**config.mk**
```make
export PLATFORM = sky130hd
export DESIGN_NAME = irq_hub
export DESIGN_NICKNAME = d
export VERILOG_FILES = /design/src/rtl/irq_hub_pkg.sv /design/src/rtl/irq_hub_ctrl.sv /design/src/rtl/irq_hub_datapath.sv /design/src/rtl/irq_hub.sv
export SDC_FILE = /design/constraint.sdc
export NUM_CORES = 1
export LEC_CHECK = 0
export BUFFER_PORTS_ARGS = -buffer_cell sky130_fd_sc_hd__buf_4
export CAP_MARGIN = 30
export CORE_ASPECT_RATIO = 2
export CORE_MARGIN = 5
export CORE_UTILIZATION = 35
export DETAILED_ROUTE_END_ITERATION = 12
export MAX_ROUTING_LAYER = met4
export PLACE_DENSITY = 0.65
export REMOVE_ABC_BUFFERS = 1
export SYNTH_ARGS = -nofsm -noshare
export SYNTH_HDL_FRONTEND = slang
export SYNTH_HIERARCHICAL = 1
export SYNTH_SLANG_ARGS = --single-unit
```
**constraint.sdc**
```tcl
create_clock -name clk -period 2 [get_ports clk]
set_clock_uncertainty 0.1 [all_clocks]
set_input_delay 0 -clock clk [delete_from_list [all_inputs] [get_ports clk]]
set_output_delay 0 -clock clk [all_outputs]
set_load 0.02 [all_outputs]
```
**src/rtl/irq_hub_pkg.sv**
```systemverilog
package irq_hub_pkg;

  localparam int unsigned OFF_PEND   = 32'h00;
  localparam int unsigned OFF_ENAB   = 32'h08;
  localparam int unsigned OFF_ACK    = 32'h0C;
  localparam int unsigned OFF_MASTER = 32'h1C;

  typedef enum logic [1:0] {
    RD_NONE,
    RD_PEND,
    RD_ENAB,
    RD_MASTER
  } rdSel_e;

  typedef struct packed {
    logic   setPend;
    logic   setEnab;
    logic   clrAck;
    logic   setMaster;
    rdSel_e rdSel;
  } strobe_t;

endpackage

```
**src/rtl/irq_hub_ctrl.sv**
```systemverilog
module irq_hub_ctrl
  import irq_hub_pkg::*;
#(
  parameter int ADDR_W = 5
) (
  input  logic [ADDR_W-1:0] busAddr,
  input  logic              busWe,
  output strobe_t           strobe
);

  localparam logic [ADDR_W-1:0] A_PEND   = ADDR_W'(OFF_PEND);
  localparam logic [ADDR_W-1:0] A_ENAB   = ADDR_W'(OFF_ENAB);
  localparam logic [ADDR_W-1:0] A_ACK    = ADDR_W'(OFF_ACK);
  localparam logic [ADDR_W-1:0] A_MASTER = ADDR_W'(OFF_MASTER);

  always_comb begin
    strobe = '{setPend: 1'b0, setEnab: 1'b0, clrAck: 1'b0,
               setMaster: 1'b0, rdSel: RD_NONE};
    if (busAddr == A_PEND) begin
      strobe.setPend = busWe;
      strobe.rdSel   = RD_PEND;
    end else if (busAddr == A_ENAB) begin
      strobe.setEnab = busWe;
      strobe.rdSel   = RD_ENAB;
    end else if (busAddr == A_ACK) begin
      strobe.clrAck  = busWe;
    end else if (busAddr == A_MASTER) begin
      strobe.setMaster = busWe;
      strobe.rdSel     = RD_MASTER;
    end
  end

endmodule

```
**src/rtl/irq_hub_datapath.sv**
```systemverilog
module irq_hub_datapath
  import irq_hub_pkg::*;
#(
  parameter int                   NUM_SRC   = 8,
  parameter int                   DATA_W    = 32,
  parameter logic [NUM_SRC-1:0]   EDGE_MASK = '0,
  parameter logic [NUM_SRC-1:0]   LOW_MASK  = '0,
  localparam int                  ID_W      = (NUM_SRC > 1) ? $clog2(NUM_SRC) : 1
) (
  input  logic               clk,
  input  logic               rstN,
  input  logic [NUM_SRC-1:0] srcIn,
  input  strobe_t            strobe,
  input  logic [DATA_W-1:0]  wrData,
  output logic [DATA_W-1:0]  rdData,
  output logic               irq,
  output logic [ID_W-1:0]    irqId
);

  logic [NUM_SRC-1:0] actQ, actPrev, pendQ, enabQ;
  logic               masterQ;
  logic [NUM_SRC-1:0] hits, swSet, ackClr, pendNext, live;

  // capture the polarity-corrected lines and their previous value
  always_ff @(posedge clk or negedge rstN) begin
    if (!rstN) begin
      actQ    <= '0;
      actPrev <= '0;
    end else begin
      actQ    <= srcIn ^ LOW_MASK;
      actPrev <= actQ;
    end
  end

  for (genvar i = 0; i < NUM_SRC; i++) begin : g_sense
    if (EDGE_MASK[i]) begin : g_edge
      assign hits[i] = actQ[i] & ~actPrev[i];
    end else begin : g_level
      assign hits[i] = actQ[i];
    end
  end

  assign swSet    = strobe.setPend ? wrData[NUM_SRC-1:0] : '0;
  assign ackClr   = strobe.clrAck  ? wrData[NUM_SRC-1:0] : '0;
  assign pendNext = (pendQ & ~ackClr) | swSet | hits;

  always_ff @(posedge clk or negedge rstN) begin
    if (!rstN) begin
      pendQ   <= '0;
      enabQ   <= '0;
      masterQ <= 1'b0;
    end else begin
      pendQ <= pendNext;
      if (strobe.setEnab)   enabQ   <= wrData[NUM_SRC-1:0];
      if (strobe.setMaster) masterQ <= wrData[0];
    end
  end

  assign live = pendQ & enabQ;
  assign irq  = masterQ & (|live);

  // scan downward so the lowest set bit is the last to win
  always_comb begin
    irqId = '0;
    for (int i = NUM_SRC - 1; i >= 0; i--) begin
      if (live[i]) irqId = ID_W'(i);
    end
  end

  always_comb begin
    rdData = '0;
    case (strobe.rdSel)
      RD_PEND:   rdData[NUM_SRC-1:0] = pendQ;
      RD_ENAB:   rdData[NUM_SRC-1:0] = enabQ;
      RD_MASTER: rdData[0]           = masterQ;
      default:   rdData              = '0;
    endcase
  end

endmodule

```
**src/rtl/irq_hub.sv**
```systemverilog
module irq_hub
  import irq_hub_pkg::*;
#(
  parameter int                 NUM_SRC   = 8,
  parameter int                 ADDR_W    = 5,
  parameter int                 DATA_W    = 32,
  parameter logic [NUM_SRC-1:0] EDGE_MASK = '0,
  parameter logic [NUM_SRC-1:0] LOW_MASK  = '0,
  localparam int                ID_W      = (NUM_SRC > 1) ? $clog2(NUM_SRC) : 1
) (
  input  logic               clk,
  input  logic               rstN,
  input  logic [NUM_SRC-1:0] srcIn,
  input  logic [ADDR_W-1:0]  busAddr,
  input  logic               busWe,
  input  logic [DATA_W-1:0]  busWdata,
  output logic [DATA_W-1:0]  busRdata,
  output logic               irq,
  output logic [ID_W-1:0]    irqId
);

  strobe_t strobe;

  irq_hub_ctrl #(.ADDR_W(ADDR_W)) u_ctrl (
    .busAddr (busAddr),
    .busWe   (busWe),
    .strobe  (strobe)
  );

  irq_hub_datapath #(
    .NUM_SRC   (NUM_SRC),
    .DATA_W    (DATA_W),
    .EDGE_MASK (EDGE_MASK),
    .LOW_MASK  (LOW_MASK)
  ) u_dp (
    .clk    (clk),
    .rstN   (rstN),
    .srcIn  (srcIn),
    .strobe (strobe),
    .wrData (busWdata),
    .rdData (busRdata),
    .irq    (irq),
    .irqId  (irqId)
  );

endmodule

```
==> results.toml, run 1 <==
[status]
status = "finished clean"

[logic_synthesis]
synth_mux_area_share_pct = 7.099
seq_area_frac_synth_pct = 43.82
synth_commonest_cells = "dfrtp_1 (25), buf_4 (24), nand2_1 (15)"
ys_types = 29
synth_ff_type = "dfrtp_1"
synth.area.top_cells = "dfrtp_1 (44%), buf_4 (13%), mux2_2 (7.1%), a221o_1 (5.6%), a22oi_1 (4.7%)"
ys_seq_elements = 25
yosys.area.top_type = "dfrtp_1"
synth_simple_gate_area_share_pct = 13.23
synth_edf_count = 0
synth_top_family_by_area = "compound AO/OA/AOI/OAI gates"
netlist_instances = 133
avgSynthCellArea_um2 = 10.73
synthAdderAreaFrac_pct = 3.506
synth-xor-area-share_pct = 0.6135
synth.most_common_cell = "dfrtp_1"
synth_area_um2 = 1428
synth-async-reset-ratio_pct = 100.0
synth.yosys.warnings = 6
synth.top_cell.area_share_pct = 43.82
synth-compound-area-share_pct = 16.65

[clocking]
clk_pin_slew_ps = 80
htreeDepth = 1
clock_path_buffers = 2
cts_tree = "built"
cts_setup_buffers = 0
clkSinkCount = 25
numCtsBuffers = 3
insertion_delay_ps = 260
cts_root_buf = "clkbuf_8"

[global_routing]
grtUsageTotal_pct = 11.73
grt_antenna_before_repair = 0
grt_pass1_vias = 1094
grt_max_degree = 26
grt_first_pass_wirelength_um = 4705
grt-ovfl-total = 0

[layout]
multi_input_area_um2 = 681.9
area_growth_pct = 33.30
drive_gt1_share_pct = 30.16
fin_nets = 242
n_antenna_cell = 0
register_area_um2 = 625.6
fillCellCount = 391
utilization_pct = 47.03
final_cells = 241
design_area_um2 = 1903

[timing]
drv_slew = 0
rsz0062_at_grt = "false"
hold_viol_final = 0
period_share_pct = 91.44
setup_tns_ps = 0
min_period_ps = 1829
setup_violations = 0
max_freq_mhz = 546.8

[critical_path]
endpoint_kind = "output port"
r2r_cells = 1
criticalPathCategory = "input pin to output port"
r2r_slack_ps = 990
crit_fanout = 7
required_ps = 1900
cp-start-kind = "input pin"
arrival_ps = 1730

[floorplanning]
core_um2 = 4046
io_pins = 84
die_h_um = 100.3
die_w_um = 55.16
rows = 33
die_area_um2 = 5534
initial_core_util_pct = 35.28

[placed_design]
place_hpwl_um = 2499
dpl-instance-area_um2 = 1683
port_buffers = 35
dpl.cell_count = 220
gp_congestion = 0.8451

[power_and_ir_drop]
p_clk_share_pct = 23.2
powerDensity_nw_per_um2 = 647.3
ir_drop_uv = 382.8
p_sw_w = 0.0003698
intPower_w = 0.0008620
p_leak_nw = 0.8235
comb_power_share_pct = 28.3
swShare_pct = 30.02
seqPwrFrac_pct = 48.5

[detailed_routing]
wl_um = 3020
viasPerCell = 4.776
wl_met3_um = 239
antenna_left = 0
top_layer = "met4"
wl_met2_um = 1744
vias = 1151
wl_per_cell_um = 12.53
drt_iter0_drc = 39
drt-met1-wl_um = 1007
drc = 0
drtPass1Iterations = 5

[run]
cap_violations = 0

[min_path]
holdCritPathClass = "input pin to register"
holdPathStages = 3
[sequential cells by signal (all words and copies together) (netlist names)]
name	cells
u_dp/enabQ	8
u_dp/masterQ	1
u_dp/pendQ	8
u_dp/actQ	8
[metal layers]
layer	up-vias	GRT usage, %
li1	546	-
met1	551	11.16
met2	52	21.90
met3	2	2.229
met4	0	3.933
met5	-	-
[layout make-up]
type / instances / area share [%]
Multi-Input combinational cell: 100 / 35.83
Sequential cell: 25 / 32.87
Timing Repair Buffer: 58 / 25.11
Tap cell: 52 / 3.419
Clock buffer: 4 / 2.367
Inverter: 2 / 0.3945
[critical path, stage by stage]
cell and delay (ps):
buf_4 130, or3_1 380, a211oi_2 270, inv_1 100, ha_1 220, buf_4 160, a22oi_1 220, nor2b_1 80
buf_4 160
[through the flow]
step                      setup slack (ps)  hold WS, ps  total power, W
after global routing                 25.36        38.64        0.001307
final                                171.1        42.69        0.001232
after global placement               165.5       -191.8       0.0009238
after detailed placement             84.90       -184.2       0.0009310
after CTS                            80.56        31.49        0.001243
after floorplan                      337.6       -395.6       0.0007999
[power by group through the flow]
stage | Sequential [W] | Clock [W] | Combinational (W)
4_1_cts | 0.000598 | 0.000295 | 0.000350
3_3_place_gp | 0.000606 | 0 | 0.000318
6_report | 0.000598 | 0.000286 | 0.000348
3_5_place_dp | 0.000608 | 0 | 0.000323
5_1_grt | 0.000605 | 0.000320 | 0.000382
2_1_floorplan | 0.000595 | 0 | 0.000205
[layout by cell type (no fill, tap or decap), drive strengths merged, types with 2 or more instances in the layout]
master and instances:
a221o 8, dfrtp 25, nor2 2, a22oi 11, dlygate4sd3 17, buf 41
nor4b 2, clkbuf 4, mux2 9, a222oi 2, inv 2, nor2b 7
nand3 5, conb 24, nand2 15, ha 4
[path summary, 6_finish.rpt]
check / from / to
worst max-delay path: busAddr[4] / busRdata[2]
worst min-delay path: busAddr[1] / u_dp/masterQ$_DFFE_PN0P_
worst max register to register: u_dp/pendQ[4]$_DFF_PN0_ / u_dp/pendQ[4]$_DFF_PN0_
worst min register to register: u_dp/actQ[3]$_DFF_PN0_ / u_dp/pendQ[3]$_DFF_PN0_
max in group asynchronous: rstN / u_dp/actQ[3]$_DFF_PN0_
min in group asynchronous: rstN / u_dp/actQ[0]$_DFF_PN0_
[timing repair]
item,CTS,global route
setup endpoints to repair,0,7
hold buffers,17,0
gates resized for setup,0,1
endpoints found under the hold margin,50,0
[cell families after synthesis]
group / count (synthesis)
multiplexers: 9
XOR/XNOR: 1
AO/OA/AOI/OAI: 26
other: 1
flip-flops: 25
buffers and inverters: 31
AND/OR/NAND/NOR: 36
adder cells (fa/ha/maj): 4
Power figures use the tool's default switching activity.
==> run 2, diff against run 1 <==
--- a/config.mk
+++ b/config.mk
@@ -13,6 +13,7 @@
 export DETAILED_ROUTE_END_ITERATION = 12
 export MAX_ROUTING_LAYER = met4
 export PLACE_DENSITY = 0.65
+export RECOVER_POWER = 100
 export REMOVE_ABC_BUFFERS = 1
 export SYNTH_ARGS = -nofsm -noshare
 export SYNTH_HDL_FRONTEND = slang
==> run 2 against run 1 <==
Net effect:
- via count down 0.35%
- combinational power is 7.2% lower
- worst hold slack improved by 2.8 ps
- sequential share of layout area is 0.84 points higher
- sequential power about the same
- largest power group unchanged
- flip-flop and latch count stayed put
- register-to-register slack about the same
- critical endpoint is now busRdata[5]
- utilization decreased by 1.2 points
==> results.toml, run 2 (synthesis gave the netlist of run 1 again) <==
[status]
status = "finished clean"

[timing]
period_share_pct = 90.80
min_period_ps = 1816
drv_slew = 0
max_freq_mhz = 550.7
holdWs_ps = 45.47
max_slew_margin_pct = 13.38
hold_viol_final = 0
worstMarginPinSlew_ps = 1299
setup_tns_ps = 0
setup_slack_ps = 184.0
rsz0062_at_grt = "false"
setup_violations = 0

[clocking]
clock_path_buffers = 2
cts_tree = "built"
clk_pin_slew_ps = 80
cts_root_buf = "clkbuf_8"
insertion_delay_ps = 260
htreeDepth = 1
numCtsBuffers = 3
clkSinkCount = 25

[layout]
layout_common_cells = "dfrtp_1 (25), conb_1 (24), buf_4 (19)"
drive_gt1_share_pct = 24.87
n_antenna_cell = 0
fin_nets = 242
final_cells = 241
register_area_um2 = 625.6
fillCellCount = 405
final_common_cell = "dfrtp_1"
area_growth_pct = 29.97
largestRegisters = "u_dp/actQ (8), u_dp/enabQ (8), u_dp/pendQ (8)"
multi_input_area_um2 = 681.9

[detailed_routing]
vias = 1147
viasPerCell = 4.759
wl_per_cell_um = 12.59
drtPass1Iterations = 4
antenna_left = 0
wl_um = 3034
drt_iter0_drc = 35
drc = 0

[floorplanning]
die_area_um2 = 5534
core_um2 = 4046
io_pins = 84
initial_core_util_pct = 35.28
rows = 33
die_w_um = 55.16
die_h_um = 100.3

[critical_path]
required_ps = 1900
endpoint_kind = "output port"
critPathSlowestCell = "or3_1"
cp-start-kind = "input pin"
arrival_ps = 1720
path_buf_inv = 3
slowest_delay_ps = 380
crit_path_cell_trace = "buf_4 > or3_1 > a211oi_2 > clkbuf_1 > ha_1 > a22oi_1 > nor2b_1 > clkbuf_2"
crit_family = "simple AND/OR/NAND/NOR gates"
crit_fanout = 8
criticalPathCategory = "input pin to output port"

[power_and_ir_drop]
seqPwrFrac_pct = 49.6
swShare_pct = 30.66
powerDensity_nw_per_um2 = 649.8
ir_drop_uv = 379.9
comb_power_share_pct = 26.8
p_leak_nw = 0.7805
p_clk_share_pct = 23.6
intPower_w = 0.0008361
p_sw_w = 0.0003696

[min_path]
holdCritPathClass = "input pin to register"

[placed_design]
gp_congestion = 0.8451
dpl.cell_count = 220
place_hpwl_um = 2499
port_buffers = 35
detailedPlace.worstSlack_ps = 84.90

[global_routing]
grtUsageTotal_pct = 11.73
grt_first_pass_wirelength_um = 4705
grt-ovfl-total = 0
grt_pass1_vias = 1094
grt_max_degree = 26
grt_antenna_before_repair = 0

[run]
cap_violations = 0
## run 2: cell count changes in the layout (fill, tap and decap cells not counted), sizes merged
cell    change
clkbuf     +21
buf        -21
## run 2: final timing paths
| path | start | to | slack, ps | cells after the start |
|---|---|---|---|---|
| setup / recovery | busAddr[4] | busRdata[5] | 180 | 8 |
| setup reg to reg | u_dp/pendQ[4]$_DFF_PN0_ | u_dp/pendQ[4]$_DFF_PN0_ | 990 | 1 |
| hold reg to reg | u_dp/actQ[3]$_DFF_PN0_ | u_dp/pendQ[3]$_DFF_PN0_ | 350 | 1 |
| hold / removal | busAddr[0] | u_dp/masterQ$_DFFE_PN0P_ | 50 | 3 |
| max in group asynchronous | rstN | u_dp/actQ[3]$_DFF_PN0_ | 590 | 2 |
| min in group asynchronous | rstN | u_dp/actQ[0]$_DFF_PN0_ | 440 | 2 |
## run 2: through the flow
step | area, µm² | util (%) | power, W
CTS | 1898 | 46.91 | 0.001243
global placement | 1683 | 41.59 | 0.0009238
detailed placement | 1683 | 41.59 | 0.0009310
global route | 1856 | 45.86 | 0.001280
floorplan | 1310 | - | 0.0007999
finish | 1856 | 45.86 | 0.001206
## run 2: power by group through the flow
stage,Clock [W],Combinational [W],Sequential (W)
6_report,0.000284,0.000323,0.000598
5_1_grt,0.000320,0.000355,0.000605
4_1_cts,0.000295,0.000350,0.000598
3_5_place_dp,0,0.000323,0.000608
3_3_place_gp,0,0.000318,0.000606
2_1_floorplan,0,0.000205,0.000595
## run 2: layout make-up
cell class / count / area share, %
sequential: 25 / 33.72
clock buffer: 4 / 2.428
timing repair buffer: 58 / 23.20
multi-input combinational: 100 / 36.75
tap: 52 / 3.506
inverter: 2 / 0.4046
## run 2: worst min-delay path, delay by kind of cell
family / cells / cell delay (ps)
mux: 1 / 210
simple gates: 1 / 60
buf+inv: 1 / 110
## run 2: metal layers
metal | track usage (%) | wire (µm) | vias to the layer above
li1 | - | - | 543
met1 | 11.16 | 1025 | 552
met2 | 21.90 | 1738 | 50
met3 | 2.229 | 240 | 2
met4 | 3.933 | 29 | 0
met5 | - | 0 | -
## run 2: timing repair
| item | 4_1_cts | 5_1_grt |
|---|---|---|
| hold endpoints to repair | 50 | 0 |
| hold buffers | 17 | 0 |
| endpoints found under the setup margin | 0 | 7 |
| gates resized for setup | 0 | 1 |
| setup buffers | 0 | 0 |
